[config.mk]
export PLATFORM = sky130hd
export DESIGN_NAME = bscan_top
export DESIGN_NICKNAME = d
export VERILOG_FILES = /design/src/rtl/bscan_pkg.sv /design/src/rtl/bscan_ir_decode.sv /design/src/rtl/bscan_chain.sv /design/src/rtl/bscan_pinmux.sv /design/src/rtl/bscan_top.sv
export SDC_FILE = /design/constraint.sdc
export NUM_CORES = 1
export LEC_CHECK = 0
export ABC_AREA = 0
export ABC_CLOCK_PERIOD_IN_PS = 1600
export BUFFER_PORTS_ARGS = -buffer_cell sky130_fd_sc_hd__buf_4
export CAP_MARGIN = 20
export CORE_ASPECT_RATIO = 1.75
export CORE_MARGIN = 2
export CORE_UTILIZATION = 40
export CTS_BUF_LIST = sky130_fd_sc_hd__clkbuf_2
export CTS_CLUSTER_SIZE = 10
export DETAILED_ROUTE_END_ITERATION = 7
export HOLD_SLACK_MARGIN = 0.06
export PLACE_DENSITY = 0.61
export SYNTH_ARGS = -nofsm -noshare
export SYNTH_HDL_FRONTEND = slang
export SYNTH_HIERARCHICAL = 1
export SYNTH_SLANG_ARGS = --single-unit
export TNS_END_PERCENT = 50
[constraint.sdc]
create_clock -name tck -period 1.6 [get_ports tck]
set_clock_uncertainty 0.2 [all_clocks]
set_input_delay 0.24 -clock tck [delete_from_list [all_inputs] [get_ports tck]]
set_output_delay 0.24 -clock tck [all_outputs]
set_load 0.05 [all_outputs]
[src/rtl/bscan_pkg.sv]
package bscan_pkg;

    localparam int OP_W = 4;
    localparam int ID_W = 32;

    typedef enum logic [2:0] {
        M_BYPASS,
        M_SAMPLE,
        M_EXTEST,
        M_IDCODE,
        M_CLAMP,
        M_HIGHZ
    } scan_mode_e;

    localparam logic [OP_W-1:0] OP_EXTEST = 4'b0000;
    localparam logic [OP_W-1:0] OP_CLAMP  = 4'b0010;
    localparam logic [OP_W-1:0] OP_HIGHZ  = 4'b0011;
    localparam logic [OP_W-1:0] OP_SAMPLE = 4'b0100;
    localparam logic [OP_W-1:0] OP_IDCODE = 4'b0101;
    localparam logic [OP_W-1:0] OP_BYPASS = 4'b1111;

    // Control flags that a mode implies for the datapath
    typedef struct packed {
        logic boundary;        // chain is the selected data register
        logic pins_from_latch; // pin side driven by hold latches
        logic core_from_latch; // core inputs driven by hold latches
        logic force_off;       // all output enables forced low
        logic use_id;          // identification register selected
    } mode_ctl_t;

    function automatic scan_mode_e decode_op(logic [OP_W-1:0] op);
        scan_mode_e m;
        case (op)
            OP_EXTEST: m = M_EXTEST;
            OP_CLAMP:  m = M_CLAMP;
            OP_HIGHZ:  m = M_HIGHZ;
            OP_SAMPLE: m = M_SAMPLE;
            OP_IDCODE: m = M_IDCODE;
            default:   m = M_BYPASS;  // includes 1111 and all unknown codes
        endcase
        return m;
    endfunction

    function automatic mode_ctl_t mode_ctl(scan_mode_e m);
        mode_ctl_t c;
        c = '0;
        case (m)
            M_SAMPLE: c.boundary = 1'b1;
            M_EXTEST: begin
                c.boundary        = 1'b1;
                c.pins_from_latch = 1'b1;
                c.core_from_latch = 1'b1;
            end
            M_IDCODE: c.use_id = 1'b1;
            M_CLAMP:  c.pins_from_latch = 1'b1;
            M_HIGHZ:  c.force_off = 1'b1;
            default:  c = '0;
        endcase
        return c;
    endfunction

endpackage

[src/rtl/bscan_ir_decode.sv]
module bscan_ir_decode
    import bscan_pkg::*;
#(
    parameter int IR_W = 8
) (
    input  logic            tck,
    input  logic            rst,
    input  logic            tlr,
    input  logic            update_ir,
    input  logic [IR_W-1:0] ir_value,
    output scan_mode_e      mode_q
);

    localparam int LOW_W = IR_W - OP_W;

    logic [OP_W-1:0] op;
    logic            unused_ir_low;

    assign op            = ir_value[IR_W-1 -: OP_W];
    assign unused_ir_low = ^ir_value[LOW_W-1:0];

    always_ff @(posedge tck) begin
        if (rst || tlr) begin
            mode_q <= M_IDCODE;
        end else if (update_ir) begin
            mode_q <= decode_op(op);
        end
    end

endmodule

[src/rtl/bscan_chain.sv]
module bscan_chain #(
    parameter int NUM_IN  = 4,
    parameter int NUM_OUT = 4,
    localparam int LEN    = NUM_IN + 2 * NUM_OUT
) (
    input  logic           tck,
    input  logic           rst,
    input  logic           enable,
    input  logic           capture_dr,
    input  logic           shift_dr,
    input  logic           update_dr,
    input  logic           tdi,
    input  logic [LEN-1:0] cap_vec,
    output logic [LEN-1:0] sh_q,
    output logic [LEN-1:0] lat_q
);

    // Capture/shift stage; index 0 sits next to the serial output
    always_ff @(posedge tck) begin
        if (rst) begin
            sh_q <= '0;
        end else if (enable && capture_dr) begin
            sh_q <= cap_vec;
        end else if (enable && shift_dr) begin
            sh_q <= {tdi, sh_q[LEN-1:1]};
        end
    end

    // Parallel hold latches
    always_ff @(posedge tck) begin
        if (rst) begin
            lat_q <= '0;
        end else if (enable && update_dr) begin
            lat_q <= sh_q;
        end
    end

endmodule

[src/rtl/bscan_pinmux.sv]
module bscan_pinmux
    import bscan_pkg::*;
#(
    parameter int NUM_IN  = 4,
    parameter int NUM_OUT = 4,
    localparam int LEN    = NUM_IN + 2 * NUM_OUT,
    localparam int OUT_LO = NUM_IN,
    localparam int OE_LO  = NUM_IN + NUM_OUT
) (
    input  mode_ctl_t        ctl,
    input  logic [LEN-1:0]   lat_q,
    input  logic [NUM_IN-1:0]  pin_in,
    output logic [NUM_IN-1:0]  core_in,
    input  logic [NUM_OUT-1:0] core_out,
    input  logic [NUM_OUT-1:0] core_oe,
    output logic [NUM_OUT-1:0] pin_out,
    output logic [NUM_OUT-1:0] pin_oe
);

    for (genvar k = 0; k < NUM_IN; k++) begin : g_in
        assign core_in[k] = ctl.core_from_latch ? lat_q[k] : pin_in[k];
    end

    for (genvar j = 0; j < NUM_OUT; j++) begin : g_out
        assign pin_out[j] = ctl.pins_from_latch ? lat_q[OUT_LO + j] : core_out[j];
        assign pin_oe[j]  = ctl.force_off       ? 1'b0 :
                            ctl.pins_from_latch ? lat_q[OE_LO + j] : core_oe[j];
    end

endmodule

[src/rtl/bscan_top.sv]
module bscan_top
    import bscan_pkg::*;
#(
    parameter int          NUM_IN   = 4,
    parameter int          NUM_OUT  = 4,
    parameter int          IR_W     = 8,
    parameter logic [31:0] ID_VALUE = 32'h4B1D_0C2F
) (
    input  logic               tck,
    input  logic               rst,
    input  logic               tlr,
    input  logic               capture_dr,
    input  logic               shift_dr,
    input  logic               update_dr,
    input  logic               update_ir,
    input  logic [IR_W-1:0]    ir_value,
    input  logic               tdi,
    input  logic [NUM_IN-1:0]  pin_in,
    output logic [NUM_IN-1:0]  core_in,
    input  logic [NUM_OUT-1:0] core_out,
    input  logic [NUM_OUT-1:0] core_oe,
    output logic [NUM_OUT-1:0] pin_out,
    output logic [NUM_OUT-1:0] pin_oe,
    output logic               tdo,
    output logic               tdo_valid
);

    localparam int LEN = NUM_IN + 2 * NUM_OUT;

    scan_mode_e      mode_q;
    mode_ctl_t       ctl;
    logic [LEN-1:0]  cap_vec;
    logic [LEN-1:0]  sh_q;
    logic [LEN-1:0]  lat_q;
    logic [ID_W-1:0] id_q;
    logic            byp_q;
    logic            serial_bit;
    logic            one_bit_sel;

    assign ctl         = mode_ctl(mode_q);
    assign one_bit_sel = !ctl.boundary && !ctl.use_id;
    assign cap_vec     = {pin_oe, pin_out, pin_in};

    bscan_ir_decode #(.IR_W(IR_W)) u_dec (
        .tck       (tck),
        .rst       (rst),
        .tlr       (tlr),
        .update_ir (update_ir),
        .ir_value  (ir_value),
        .mode_q    (mode_q)
    );

    bscan_chain #(.NUM_IN(NUM_IN), .NUM_OUT(NUM_OUT)) u_chain (
        .tck        (tck),
        .rst        (rst),
        .enable     (ctl.boundary),
        .capture_dr (capture_dr),
        .shift_dr   (shift_dr),
        .update_dr  (update_dr),
        .tdi        (tdi),
        .cap_vec    (cap_vec),
        .sh_q       (sh_q),
        .lat_q      (lat_q)
    );

    bscan_pinmux #(.NUM_IN(NUM_IN), .NUM_OUT(NUM_OUT)) u_mux (
        .ctl      (ctl),
        .lat_q    (lat_q),
        .pin_in   (pin_in),
        .core_in  (core_in),
        .core_out (core_out),
        .core_oe  (core_oe),
        .pin_out  (pin_out),
        .pin_oe   (pin_oe)
    );

    // Single-stage bypass register
    always_ff @(posedge tck) begin
        if (rst) begin
            byp_q <= 1'b0;
        end else if (one_bit_sel && capture_dr) begin
            byp_q <= 1'b0;
        end else if (one_bit_sel && shift_dr) begin
            byp_q <= tdi;
        end
    end

    // Identification register
    always_ff @(posedge tck) begin
        if (rst) begin
            id_q <= '0;
        end else if (ctl.use_id && capture_dr) begin
            id_q <= ID_VALUE;
        end else if (ctl.use_id && shift_dr) begin
            id_q <= {tdi, id_q[ID_W-1:1]};
        end
    end

    always_comb begin
        case (mode_q)
            M_SAMPLE, M_EXTEST: serial_bit = sh_q[0];
            M_IDCODE:           serial_bit = id_q[0];
            default:            serial_bit = byp_q;
        endcase
    end

    // Serial output retimed on the falling edge
    always_ff @(negedge tck) begin
        if (rst) begin
            tdo       <= 1'b0;
            tdo_valid <= 1'b0;
        end else begin
            tdo_valid <= shift_dr;
            if (shift_dr) begin
                tdo <= serial_bit;
            end
        end
    end

endmodule

[Yosys cells after proc, flatten, opt, wreduce, memory -nomap -nowiden]
Index checks and enable logic that the tools add are counted.
Storage, ports and cells
  RAM bits: 0
  memory bits (read-only): 0
  latch bits: 0
  word-level logic and storage cells: 62
  memories kept: 0
  register bits after elaboration: 62
  output and inout port bits: 14
Cells by class
  bitwise logic cells: 0
  shift-type cells: 0
  $add $sub $neg: 0
  reduce and logical (&&, ||, !) cells: 18
  multiply operators: 0
  equal/unequal tests: 9
  div/mod/pow operators: 0
  order comparisons: 0
  mux-type cells: 27
Operators by type and width (count)
  2-to-1 mux 31 bit: 2
  2-to-1 mux 12 bit: 2
  2-to-1 mux 1 bit: 21
  one-hot mux 3 bit (5 select lines): 1
  equality test 4 x 2 -> 1 bit, second input constant: 2
  equality test 4 x 3 -> 1 bit, second input constant: 2
  logical AND 1 bit: 8
  OR reduction 2 bit: 4
  equality test 3 x 2 -> 1 bit, second input constant: 2
  equality test 3 bit, second input constant: 2
  zero test 4 bit: 1
  nonzero test 2 bit: 2
  equality test 3 x 1 -> 1 bit, second input constant: 1
  zero test 1 bit: 2
  one-hot mux 1 bit (2 select lines): 1
  logical OR 1 bit: 1

[Logic depth before layout (Yosys ltp)]
  depth after elaboration: 7
  mapped depth: 8
  mapped depth without buffers: 6

[Cells and area by module]
Netlist, hierarchy kept.
Modules (own cells, without submodules)
  bscan_top: sequential area each 700.7 um^2, instances 1, cells each 170, area each 1436.4 um^2
  bscan_chain: sequential area each 480.5 um^2, instances 1, cells each 122, area each 945.9 um^2
  bscan_pinmux: sequential area each 0.0 um^2, instances 1, cells each 17, area each 171.4 um^2
  bscan_ir_decode: sequential area each 60.1 um^2, instances 1, cells each 16, area each 143.9 um^2

==> summary.txt <==
WL/cell = 14.49 um
Starting Density = 41.26%
Global-route wire length before repair = 11740 um
Leading area contributor after synthesis = dfxtp_1
CTS tree = yes
Final period util = 146.5%
Max incr delay on CP = 0.38 ns
Global route overflow = 0
Largest net degree at the start of global routing = 33
Static Leak = 1.670 nW
Yosys top cell area share = 46.01%
Clock Latency Late Sink = 0.48 ns
Longest Clk Path Bufs = 2
Worst path arrival time = 1.90 ns
Final wirelength = 7258 um
Slew margin rel. = 73.74%
Tmin final = 2.344 ns
Critical Path, Cell by Cell = buf_6, xnor2_1, nor2_1, buf_6, mux2_4, buf_8
Die Y = 112.6 um
Final Setup Violations = 56
Failing checks = negative setup slack
Yosys Warn Count = 6
Cts bufs inserted = 9
Max-slew violations = 0
Area contributors post-synth = dfxtp_1 (46%), nand2_1 (8.9%), a21oi_1 (6.7%), nor2_1 (5.8%), nor3_1 (5.8%)
Die X-Extent = 66.08 um
Crit path kind = flip-flop to output port
Synthesized area = 2698 sq um
Synthesized-area fraction occupied by adder cells = 0%
CP max FO = 8
Largest family of logic cells by synthesized area = simple AND/OR/NAND/NOR gates
Worst-Margin Slew = 0.3890 ns
Initial antenna violation count = 0
Net count reported at finish = 442
Overall Power = 3.581 mW
Clk sinks = 62
Simple logic cell fraction of the synthesized area = 28.43%
Layout cells sized above 1 = 42.24%
Register area share after synthesis = 46.01%
Via count = 2639
Total GRT Usage = 20.39%
Maxcap violations = 0
Initial DRC Count = 147
Core ar. = 6539 sq um
DP HPWL = 4686 um
EDFF count, synth = 0
Synth Net Count = 353
Hold Path Class = input pin to flip-flop
Average size of a mapped cell = 8.300 sq um
Cells after synthesis = 325
Post-DRT Antenna Nets = 0
Commonest non-fill, non-tap cell in the layout = dfxtp_1
Worst VDD drop = 0.6410 mV
Port bufs = 37
Power Density = 879.8 nW/um^2
CP dominant cell by count = buf_6
Fmax = 426.6 MHz
Critical Path End Type = output port
DRC = 0
Required @ worst endpoint = 1.16 ns
Boundary Pins = 42
Post-synthesis compound-gate area fraction = 12.66%
Worst Setup Start Kind = flip-flop
Synth-to-Final Area Change = 50.88%
Clock root cell = clkbuf_2
Post-DR vias/cell = 5.267
Yosys cell types = 42
Synth async-reset ratio = 0%
Pre-antenna DRT Iters = 4
Post-synthesis mux area share = 5.751%
CTS H-Tree Depth = 3
RSZ-0062 raised after global routing = yes
Most frequent cells in the layout = dfxtp_1 (57), nand2_1 (55), buf_4 (46), nor2_1 (30), nor3_1 (30)
RD Place Congestion = 0.7688
Rows = 39
Ys flop type = dfxtp_1
Final Cell Area = 4070 sq um
Post-Synth XOR/XNOR Area = 0.9740%
Vias in the first global route = 2591
Placed cell area = 3281 sq um
Slowest cell on the critical path = dfxtp_4
Die ar. = 7443 sq um
Yosys reg bits = 62
Setup slack after layout = -0.7439 ns
Status = complete, but fails checks
ANT cells = 0
Clock slew at reported path FFs = 0.17 ns
Final Hold Fails = 0
[layout make-up]
class | count | area, sq um
fillers | 564 | 2469
multi-input cells | 235 | 1538
flip-flops and latches | 62 | 1260
repair buffers | 100 | 1018
well taps | 82 | 102.6
clock inverters | 9 | 88.84
clock buffers | 9 | 45.04
inverters | 4 | 17.52
[metal layers]
| metal | part of all wire (%) | wire, um | up-vias | track usage, % |
|---|---|---|---|---|
| met5 | 0 | 0 | - | 0 |
| met4 | 2.3 | 165 | 0 | 10.20 |
| met3 | 2.4 | 175 | 14 | 4.309 |
| met2 | 56 | 4090 | 47 | 36.20 |
| met1 | 39 | 2826 | 1289 | 22.03 |
| li1 | - | - | 1289 | - |
[power breakdown]
group	internal, mW	switching, mW
Sequential	1.63	0.0659
Clock	0.505	0.572
Combinational	0.392	0.416
Total	2.53	1.05
[per-stage QoR]
step | setup slack (ns) | TNS [ns] | std cells | utilization (%) | hold WS (ns)
finish | -0.7439 | -20.55 | 501 | 62.25 | 0.04172
global route | -0.8270 | -23.72 | 501 | 62.25 | 0.04237
CTS | -0.7893 | -13.40 | 494 | 58.21 | -0.03041
detailed placement | -0.4463 | -6.097 | 457 | 50.17 | 0.2255
global placement | -0.3985 | -5.300 | 457 | 50.17 | 0.2232
floorplan | -0.3991 | -4.114 | 325 | - | 0.1094
[what timing repair did]
action | CTS | global route
pin swaps | 10 | 17
hold buffers | 16 | 3
resized for setup | 54 | 56
setup endpoints to repair | 39 | 70
setup buffers | 4 | 5
hold endpoints to repair | 55 | 4
[synth_stat cells (2+ instances only)]
cell / n
nor2_1: 42
clkbuf_1: 5
buf_4: 2
mux2_2: 4
nand4b_1: 2
a21oi_2: 10
nor4_2: 2
nor3_1: 31
dfxtp_1: 62
mux2_4: 4
xor2_1: 2
mux2i_1: 5
and2_1: 2
inv_1: 3
buf_2: 10
nor3b_1: 2
nand2_1: 64
buf_6: 5
nor2b_1: 2
nor4_1: 9
a21oi_1: 36
[critical path: cells and delay by family, from the launching register on]
family / cells / cell delay, ns
buffers and inverters: 3 / 0.47
flip-flops: 1 / 0.38
multiplexers: 1 / 0.33
AND/OR/NAND/NOR: 1 / 0.13
XOR/XNOR: 1 / 0.11
[logic make-up after synthesis]
group	Yosys count
AOI/OAI and AO/OA	55
muxes	13
DFF	62
xor gates and xnor gates	3
buffers and inverters	28
and+or+nand+nor	164
[sequential cells by signal, summed over array words and instances, names as in the netlist]
signal,count
id_q,32
u_chain/sh_q,12
byp_q,1
tdo,1
u_dec/mode_q,3
u_chain/lat_q,12
tdo_valid,1
[worst paths after layout]
kind | start | endpoint | slack (ns) | depth (start not counted)
worst max-delay path | u_dec/mode_q[1] | pin_out[1] | -0.74 | 6
worst min register to register | id_q[5] | id_q[4] | 0.26 | 2
worst max register to register | u_dec/mode_q[1] | tdo | -0.70 | 6
worst min-delay path | core_out[3] | u_chain/sh_q[7] | 0.04 | 4
(Power assumes the default switching activity.)
